==> src/rtl/wdog_pkg.sv <==
package wdog_pkg;

  typedef enum logic [2:0] {
    A_LOAD  = 3'd0,
    A_VALUE = 3'd1,
    A_CTRL  = 3'd2,
    A_KICK  = 3'd3,
    A_LOCK  = 3'd4,
    A_STAT  = 3'd5
  } wd_addr_e;

  typedef enum logic [1:0] {
    K_NONE = 2'd0,
    K_LOAD = 2'd1,
    K_CTRL = 2'd2,
    K_KICK = 2'd3
  } wd_kind_e;

  localparam logic [31:0] UNLOCK_KEY = 32'h1ACC_E551;

  // a reload of zero is treated as one
  function automatic logic [31:0] clamp_load(input logic [31:0] v);
    return (v == 32'd0) ? 32'd1 : v;
  endfunction

endpackage

==> src/rtl/wdog_commit_q.sv <==
module wdog_commit_q
  import wdog_pkg::*;
#(
  parameter int unsigned LAT = 4
) (
  input  logic        clk,
  input  logic        rst_n,
  input  logic        push,
  input  wd_kind_e    push_kind,
  input  logic [31:0] push_data,
  output logic        busy,
  output wd_kind_e    pend_kind,
  output logic        commit,
  output logic [31:0] commit_data
);
  localparam int unsigned CTW = $clog2(LAT) + 1;

  logic           valid_q;
  logic [CTW-1:0] cnt_q;
  wd_kind_e       kind_q;
  logic [31:0]    data_q;

  always_ff @(posedge clk) begin
    if (!rst_n) begin
      valid_q <= 1'b0;
      cnt_q   <= '0;
      kind_q  <= K_NONE;
      data_q  <= '0;
    end else if (push) begin
      valid_q <= 1'b1;
      cnt_q   <= CTW'(LAT - 1);
      kind_q  <= push_kind;
      data_q  <= push_data;
    end else if (valid_q) begin
      if (cnt_q == '0) valid_q <= 1'b0;
      else             cnt_q   <= cnt_q - 1'b1;
    end
  end

  assign busy        = valid_q;
  assign pend_kind   = valid_q ? kind_q : K_NONE;
  assign commit      = valid_q && (cnt_q == '0);
  assign commit_data = data_q;

  // the register front end never pushes over a pending write
  assert_no_push_busy_R4: assert property (@(posedge clk) disable iff (!rst_n)
    push |-> !valid_q);
  // the slot stays pending until its countdown ends
  assert_busy_window_R2: assert property (@(posedge clk) disable iff (!rst_n)
    (valid_q && cnt_q != '0) |=> valid_q);

endmodule

==> src/rtl/wdog_regs.sv <==
module wdog_regs
  import wdog_pkg::*;
#(
  parameter int unsigned CW = 32
) (
  input  logic          clk,
  input  logic          rst_n,
  input  logic          reg_wr,
  input  logic [2:0]    reg_addr,
  input  logic [31:0]   reg_wdata,
  output logic [31:0]   reg_rdata,
  input  logic          busy,
  input  wd_kind_e      pend_kind,
  input  logic [CW-1:0] load_q,
  input  logic [CW-1:0] value_q,
  input  logic          en_q,
  output logic          push,
  output wd_kind_e      push_kind
);
  logic locked_q, err_q;
  logic tracked_wr, overlap, clr_err;

  always_comb begin
    unique case (wd_addr_e'(reg_addr))
      A_LOAD:  push_kind = K_LOAD;
      A_CTRL:  push_kind = K_CTRL;
      A_KICK:  push_kind = K_KICK;
      default: push_kind = K_NONE;
    endcase
  end

  assign tracked_wr = reg_wr && (push_kind != K_NONE);
  assign push       = tracked_wr && !locked_q && !busy;
  assign overlap    = tracked_wr && !locked_q && busy;
  assign clr_err    = reg_wr && (wd_addr_e'(reg_addr) == A_STAT) && reg_wdata[3];

  always_ff @(posedge clk) begin
    if (!rst_n) begin
      locked_q <= 1'b0;
      err_q    <= 1'b0;
    end else begin
      if (reg_wr && wd_addr_e'(reg_addr) == A_LOCK)
        locked_q <= (reg_wdata != UNLOCK_KEY);
      if (overlap)      err_q <= 1'b1;
      else if (clr_err) err_q <= 1'b0;
    end
  end

  always_comb begin
    reg_rdata = '0;
    unique case (wd_addr_e'(reg_addr))
      A_LOAD:  reg_rdata = 32'(load_q);
      A_VALUE: reg_rdata = 32'(value_q);
      A_CTRL:  reg_rdata = {31'd0, en_q};
      A_LOCK:  reg_rdata = {31'd0, locked_q};
      A_STAT:  reg_rdata = {28'd0, err_q, pend_kind == K_CTRL,
                            pend_kind == K_LOAD, busy};
      default: reg_rdata = '0;
    endcase
  end

  // a locked, idle block stays idle after a timer write
  assert_locked_ignored_R5: assert property (@(posedge clk) disable iff (!rst_n)
    (locked_q && tracked_wr && !busy) |=> !busy);
  // an overlapping write raises the error flag
  assert_overlap_err_R4: assert property (@(posedge clk) disable iff (!rst_n)
    overlap |=> err_q);
  // the error flag only drops on an explicit clear
  assert_err_sticky_R4: assert property (@(posedge clk) disable iff (!rst_n)
    (err_q && !clr_err) |=> err_q);

endmodule

==> src/rtl/wdog_counter.sv <==
module wdog_counter
  import wdog_pkg::*;
#(
  parameter int unsigned CW         = 32,
  parameter int unsigned RESET_LOAD = 1000
) (
  input  logic          clk,
  input  logic          rst_n,
  input  logic          commit,
  input  wd_kind_e      commit_kind,
  input  logic [31:0]   commit_data,
  output logic [CW-1:0] load_q,
  output logic [CW-1:0] value_q,
  output logic          en_q,
  output logic          rst_req
);
  localparam logic [CW-1:0] RST_LD = CW'(clamp_load(32'(RESET_LOAD)));

  logic          do_load, do_kick, do_ctrl;
  logic [CW-1:0] new_load;

  assign do_load  = commit && (commit_kind == K_LOAD);
  assign do_kick  = commit && (commit_kind == K_KICK);
  assign do_ctrl  = commit && (commit_kind == K_CTRL);
  assign new_load = CW'(clamp_load(32'(commit_data[CW-1:0])));

  always_ff @(posedge clk) begin
    if (!rst_n) begin
      load_q  <= RST_LD;
      value_q <= RST_LD;
      en_q    <= 1'b0;
      rst_req <= 1'b0;
    end else begin
      rst_req <= 1'b0;
      if (do_ctrl) en_q <= commit_data[0];
      if (do_load) begin
        load_q  <= new_load;
        value_q <= new_load;
      end else if (do_kick) begin
        value_q <= load_q;
      end else if (en_q) begin
        if (value_q == '0) begin
          value_q <= load_q;
          rst_req <= 1'b1;
        end else begin
          value_q <= value_q - 1'b1;
        end
      end
    end
  end

  // the reset request never lasts two cycles
  assert_pulse_one_cycle_R10: assert property (@(posedge clk) disable iff (!rst_n)
    rst_req |=> !rst_req);
  // a disabled counter holds
  assert_hold_when_off_R9: assert property (@(posedge clk) disable iff (!rst_n)
    (!en_q && !commit) |=> $stable(value_q));
  // stored reload is never zero
  assert_load_nonzero_R6: assert property (@(posedge clk) disable iff (!rst_n)
    load_q != '0);
  // refresh copies the reload value into the count
  assert_kick_reload_R8: assert property (@(posedge clk) disable iff (!rst_n)
    do_kick |=> (value_q == $past(load_q)));

endmodule

==> src/rtl/wdog_commit.sv <==
module wdog_commit
  import wdog_pkg::*;
#(
  parameter int unsigned CW         = 32,
  parameter int unsigned LAT        = 4,
  parameter int unsigned RESET_LOAD = 1000
) (
  input  logic        clk,
  input  logic        rst_n,
  input  logic        reg_wr,
  input  logic [2:0]  reg_addr,
  input  logic [31:0] reg_wdata,
  output logic [31:0] reg_rdata,
  output logic        rst_req
);
  logic          busy, push, commit, en_q;
  wd_kind_e      pend_kind, push_kind;
  logic [31:0]   commit_data;
  logic [CW-1:0] load_q, value_q;

  wdog_regs #(.CW(CW)) u_regs (
    .clk(clk), .rst_n(rst_n), .reg_wr(reg_wr), .reg_addr(reg_addr),
    .reg_wdata(reg_wdata), .reg_rdata(reg_rdata), .busy(busy),
    .pend_kind(pend_kind), .load_q(load_q), .value_q(value_q), .en_q(en_q),
    .push(push), .push_kind(push_kind)
  );

  wdog_commit_q #(.LAT(LAT)) u_q (
    .clk(clk), .rst_n(rst_n), .push(push), .push_kind(push_kind),
    .push_data(reg_wdata), .busy(busy), .pend_kind(pend_kind),
    .commit(commit), .commit_data(commit_data)
  );

  wdog_counter #(.CW(CW), .RESET_LOAD(RESET_LOAD)) u_cnt (
    .clk(clk), .rst_n(rst_n), .commit(commit), .commit_kind(pend_kind),
    .commit_data(commit_data), .load_q(load_q), .value_q(value_q),
    .en_q(en_q), .rst_req(rst_req)
  );

endmodule

==> config.mk <==
export PLATFORM = sky130hd
export DESIGN_NAME = wdog_commit
export DESIGN_NICKNAME = d
export VERILOG_FILES = /design/src/rtl/wdog_pkg.sv /design/src/rtl/wdog_commit_q.sv /design/src/rtl/wdog_regs.sv /design/src/rtl/wdog_counter.sv /design/src/rtl/wdog_commit.sv
export SDC_FILE = /design/constraint.sdc
export NUM_CORES = 1
export LEC_CHECK = 0
export BUFFER_PORTS_ARGS = -buffer_cell sky130_fd_sc_hd__buf_2
export CAP_MARGIN = 20
export CORE_UTILIZATION = 40
export DETAILED_ROUTE_END_ITERATION = 8
export PLACE_DENSITY = 0.57
export SLEW_MARGIN = 0
export SYNTH_ARGS = -nofsm -noshare
export SYNTH_HDL_FRONTEND = slang
export SYNTH_SLANG_ARGS = --single-unit
==> constraint.sdc <==
create_clock -name clk -period 2.6 [get_ports clk]
set_input_delay 0.39 -clock clk [delete_from_list [all_inputs] [get_ports clk]]
set_output_delay 0.39 -clock clk [all_outputs]
set_load 0.01 [all_outputs]
# Yosys cells after proc, flatten, opt, wreduce, memory -nomap -nowiden
# Cells that the tools add are included.
[word_totals] regBits=106 output_inout_bits=33
[classes] reduce_logical=25 bitwise=3 mux=17 n_eq_ne=10 add_sub_neg=2
[ops] cell="32-bit two-way mux" count=5
[ops] cell="32-bit case mux with 5 select lines" count=1
[ops] cell="32-bit zero test" count=2
[ops] cell="32-bit by 29-bit inequality test with 1-bit output (second input constant)" count=1
[ops] cell="32-bit by 1-bit subtractor with 32-bit output (second input constant)" count=1
[ops] cell="1-bit logical AND" count=11
[ops] cell="2-bit two-way mux" count=4
[ops] cell="3-bit by 2-bit == test with 1-bit output (second input constant)" count=2
[ops] cell="3-bit == test (second input constant)" count=2
[ops] cell="3-bit zero test" count=2
[ops] cell="1-bit two-way mux" count=6
[ops] cell="2-bit case mux with 3 select lines" count=1
[ops] cell="2-bit nonzero test" count=3
[ops] cell="2-bit == test (second input constant)" count=2
[ops] cell="2-bit AND reduction" count=2
[ops] cell="4-bit OR reduction" count=1
[ops] cell="3-bit by 1-bit == test with 1-bit output (second input constant)" count=1
[ops] cell="1-bit NOT" count=3
[ops] cell="3-bit nonzero test" count=1
[ops] cell="3-bit by 1-bit subtractor with 3-bit output (second input constant)" count=1
[ops] cell="2-bit by 1-bit == test with 1-bit output (second input constant)" count=1
[ops] cell="1-bit zero test" count=2
[ops] cell="2-bit inequality test (second input constant)" count=1
[ops] cell="2-bit OR reduction" count=1

# Logic depth before layout (Yosys ltp)
[logic_depth] depth_word=8 ltp_mapped=10 mapped_depth_nobuf=8

# Modules after synthesis
# A second synthesis with hierarchy kept.
[hier_totals] hier_cells=713 hier_area_um2=6009.5
[modules_own_cells] module="wdog_counter" area_each_um2=3777.4 cells_each=495 n_inst=1
[modules_own_cells] module="wdog_commit_q" area_each_um2=1540.2 cells_each=135 n_inst=1
[modules_own_cells] module="wdog_regs" area_each_um2=691.9 cells_each=83 n_inst=1

# Worst setup path before layout
# No wires, ideal clock.
[synth_path] path_kind="reg-to-reg" from="register u_cnt.value_q[24]" to="register u_cnt.value_q[12]" setup_time_ps=122 synth_period_minus_slack_ps=2216 required_time_ps=2478 path_stages_with_launch=8 t_arrival_ps=2094 setup_slack_ps=384 cell_sequence="dfxtp_1 > or4_4 > or3_4 > nor3_4 > buf_6 > o21ai_2 > and3_1 > a311o_1"
[synth_via] elab_chain_len=5
[synth_lines] element="start: declaration" line="wdog_counter.sv:13" rtl="output logic [CW-1:0] value_q,"
[synth_lines] element="start signal: assignment" line="wdog_counter.sv:38" rtl="value_q <= new_load;"
[synth_lines] element="start signal: assignment" line="wdog_counter.sv:40" rtl="value_q <= load_q;"
[synth_lines] element="start signal: assignment" line="wdog_counter.sv:43" rtl="value_q <= load_q;"
[synth_lines] element="32-bit zero test" line="wdog_counter.sv:42" rtl="if (value_q == '0) begin"
[synth_lines] element="32-bit two-way mux" line="wdog_counter.sv:42"
[synth_lines] element="32-bit two-way mux" line="wdog_counter.sv:41" rtl="end else if (en_q) begin"
[synth_lines] element="32-bit two-way mux" line="wdog_counter.sv:39" rtl="end else if (do_kick) begin"
[synth_lines] element="32-bit two-way mux" line="wdog_counter.sv:36" rtl="if (do_load) begin"
# Every way passes these cells. The select of a mux whose other input is x is not followed.
# A chain may end at the register's enable or synchronous reset.

# Worst setup path in the final report
[layout_path] from="register u_cnt.value_q[24]" to="register u_cnt.value_q[4]"
# The elaborated chain is that of the path after synthesis.

==> flow_metrics.py <==
metrics = {
    "timing": {
        "min_period_ns": 2.454,
        "worstMarginPinSlew_ns": 0.6119,
        "skew_ns": 0.01308,
        "finalHoldViolCount": 0,
        "slew-limit-headroom_pct": 58.83,
        "min_period_over_period_pct": 94.37,
        "setup_tns_ns": 0,
        "slew_viol_final": 0,
        "fmax_mhz": 407.5,
        "worst_slack_ns": 0.1463,
        "grt_setup_unrepaired": "false",
        "setup_viol": 0,
    },
    "grt": {
        "grt_pass1_wl_mm": 29.86,
        "grt_antenna_before_repair": 0,
        "grt_max_degree": 49,
        "grt_overflow_total": 0,
        "grt.total_usage_pct": 26.27,
        "grt_pass1_vias": 5221,
    },
    "yosys": {
        "syn_inst": 729,
        "synthMuxAreaShare_pct": 1.589,
        "yosysSeqAreaShare_pct": 36.43,
        "ys.flop_type": "dfxtp_1",
        "synth.ff_latch_count": 106,
        "synth_compound_area_share_pct": 26.85,
        "synth-simple-area-share_pct": 27.34,
        "synth_fa_ha_area_share_pct": 0.8591,
        "synth_cell_type_count": 74,
        "synth_area_um2": 5826,
        "synthXorXnorAreaFrac_pct": 2.255,
        "yosysWarnings": 0,
        "synth_nets": 771,
        "synth_top_family_by_area": "simple AND/OR/NAND/NOR gates",
        "synth-edff-count": 0,
        "syn_area_per_cell_um2": 7.991,
        "async_flop_share_pct": 0,
    },
    "route": {
        "wl_per_cell_um": 19.46,
        "routed_wl_mm": 18.92,
        "vias_per_cell": 5.884,
        "dr.first_iter.drc_count": 584,
        "dr.pass1.iters": 5,
        "route.detailed.drc": 0,
        "via_count": 5719,
        "ant_nets": 0,
    },
    "cts": {
        "cts_setup_buffers": 0,
        "cts_hold_buffers": 0,
        "htreeDepth": 3,
        "cts_buffers": 9,
        "cts_tree": "built",
        "clockBufferDepth": 2,
        "root_buffer": "clkbuf_16",
        "clkTransAtPathRegs_ns": 0.08,
        "cts-resized-gates": 0,
        "clkLatencyLatePin_ns": 0.36,
        "clkSinkCount": 106,
    },
    "final_layout": {
        "fin_nets": 829,
        "diodes": 0,
        "final_cell_area_um2": 6782,
        "post_route_cells_drive_above_1_share_pct": 18.69,
        "final_cell_mix": "nand2_1, dfxtp_1, buf_2",
        "syn2layout_area_growth_pct": 16.41,
        "mostFrequentLayoutCell": "nand2_1",
    },
    "critical_path": {
        "crit_type": "register to register",
        "end_kind": "register",
        "cp_max_fo": 16,
        "start_kind": "register",
        "r2r_cells": 6,
        "cp.arrival_ns": 2.74,
        "worstPathRequired_ns": 2.89,
    },
    "worst_hold_path": {
        "hold_class": "primary input to register",
        "hold_depth": 3,
    },
    "placed_design": {
        "place_area_um2": 6467,
        "place_ws_ns": 0.1703,
        "port_buffers": 70,
        "gp_congestion": 0.9188,
        "hpwl_mm": 13.71,
    },
    "floorplanning": {
        "die_h_um": 122.7,
        "rows": 43,
        "ios": 71,
        "die_x_um": 122.7,
        "die_area_um2": 15050,
        "start_util_pct": 41.49,
        "coreArea_um2": 14040,
    },
    "power": {
        "pwr_density_cell_nw_per_um2": 510.7,
        "ir_drop_mv": 0.3515,
        "p_leak_nw": 2.579,
    },
    "flow_run": {
        "drv_cap": 0,
    },
    "run_status": {
        "status": "completed",
    },
}
-- cells by family after synthesis --
| logic type | count (synthesis) |
|---|---|
| XOR/XNOR | 15 |
| adder cells (fa/ha/maj) | 4 |
| AO/OA/AOI/OAI | 210 |
| buffers and inverters | 64 |
| multiplexers | 9 |
| AND/OR/NAND/NOR | 321 |
| flip-flops | 106 |
-- routing by layer --
metal	up-vias	wire length, µm	GRT usage, %
li1	2770	-	-
met1	2741	9389	38.92
met2	196	8194	39.19
met3	12	1148	5.019
met4	0	184	5.259
met5	-	0	0
-- Yosys cell counts (all sizes together) (5+ instances only) --
master,count,area (µm²)
nand2,152,573.1
dfxtp,106,2122
a21boi,60,450.4
nor2,51,196.4
clkbuf,47,176.4
a22o,28,245.2
o21ai,26,133.9
a21oi,22,117.6
nand3,21,105.1
nor4,19,161.4
nor3,16,102.6
buf,12,77.57
nand4,10,62.56
xnor2,10,87.58
a22oi,8,60.06
a31oi,7,43.79
mux2i,7,70.07
nand2b,7,43.79
nor2b,7,43.79
a211oi,6,45.04
o211ai,6,45.04
o221ai,6,52.55
a21o,5,45.04
a222oi,5,50.05
and2,5,31.28
inv,5,18.77
nand4b,5,43.79
or4,5,45.04
xor2,5,43.79
-- final timing paths --
kind / from / end / slack, ns
max: u_cnt.value_q[24] / u_cnt.value_q[4] / 0.15
max reg2reg: u_cnt.value_q[24] / u_cnt.value_q[4] / 0.15
min: reg_wdata[4] / u_q.commit_data[4] / 0.29
min reg2reg: u_cnt.load_q[4] / u_cnt.load_q[4] / 0.49
-- registers in the layout (all words and copies together) (netlist names) --
signal and cells:
u_cnt.rst_req 1, u_cnt.en_q 1, u_regs.err_q 1, u_q.kind_q 2, u_q.commit_data 32, u_regs.locked_q 1, u_cnt.load_q 32, u_q.busy 1
u_cnt.value_q 32, u_q.cnt_q 3
-- worst max-delay path: stages (launching register included) --
cell,delay (ns)
dfxtp_1,0.37
or4_4,0.57
or4_4,0.46
nor3_4,0.34
a21o_4,0.31
a22oi_1,0.12
a31oi_1,0.19
-- stage by stage --
| step | hold slack [ns] | cells | total power [W] | util [%] |
|---|---|---|---|---|
| 2_1_floorplan | 0.4479 | 729 | 0.001924 | - |
| 3_3_place_gp | 0.4710 | 956 | 0.002045 | 46.06 |
| 3_5_place_dp | 0.4770 | 956 | 0.002052 | 46.06 |
| 4_1_cts | 0.2737 | 972 | 0.003486 | 48.29 |
| 5_1_grt | 0.2856 | 972 | 0.003585 | 48.29 |
| 6_report | 0.2864 | 972 | 0.003463 | 48.29 |
-- power by group --
part,internal (W),total (W),switching [W]
Sequential,0.00166,0.00171,0.0000474
Combinational,0.000131,0.000309,0.000179
Clock,0.000768,0.00145,0.000680
Total,0.00256,0.00346,0.000906
-- area by class of cell --
cell class / count / area [µm²]
Inverter: 5 / 18.77
Sequential cell: 106 / 2122
Clock inverter: 7 / 88.84
Fill cell: 1389 / 7261
Multi-Input combinational cell: 559 / 3443
Tap cell: 180 / 225.2
Timing Repair Buffer: 106 / 658.1
Clock buffer: 9 / 225.2
Power figures use the tool's default switching activity.
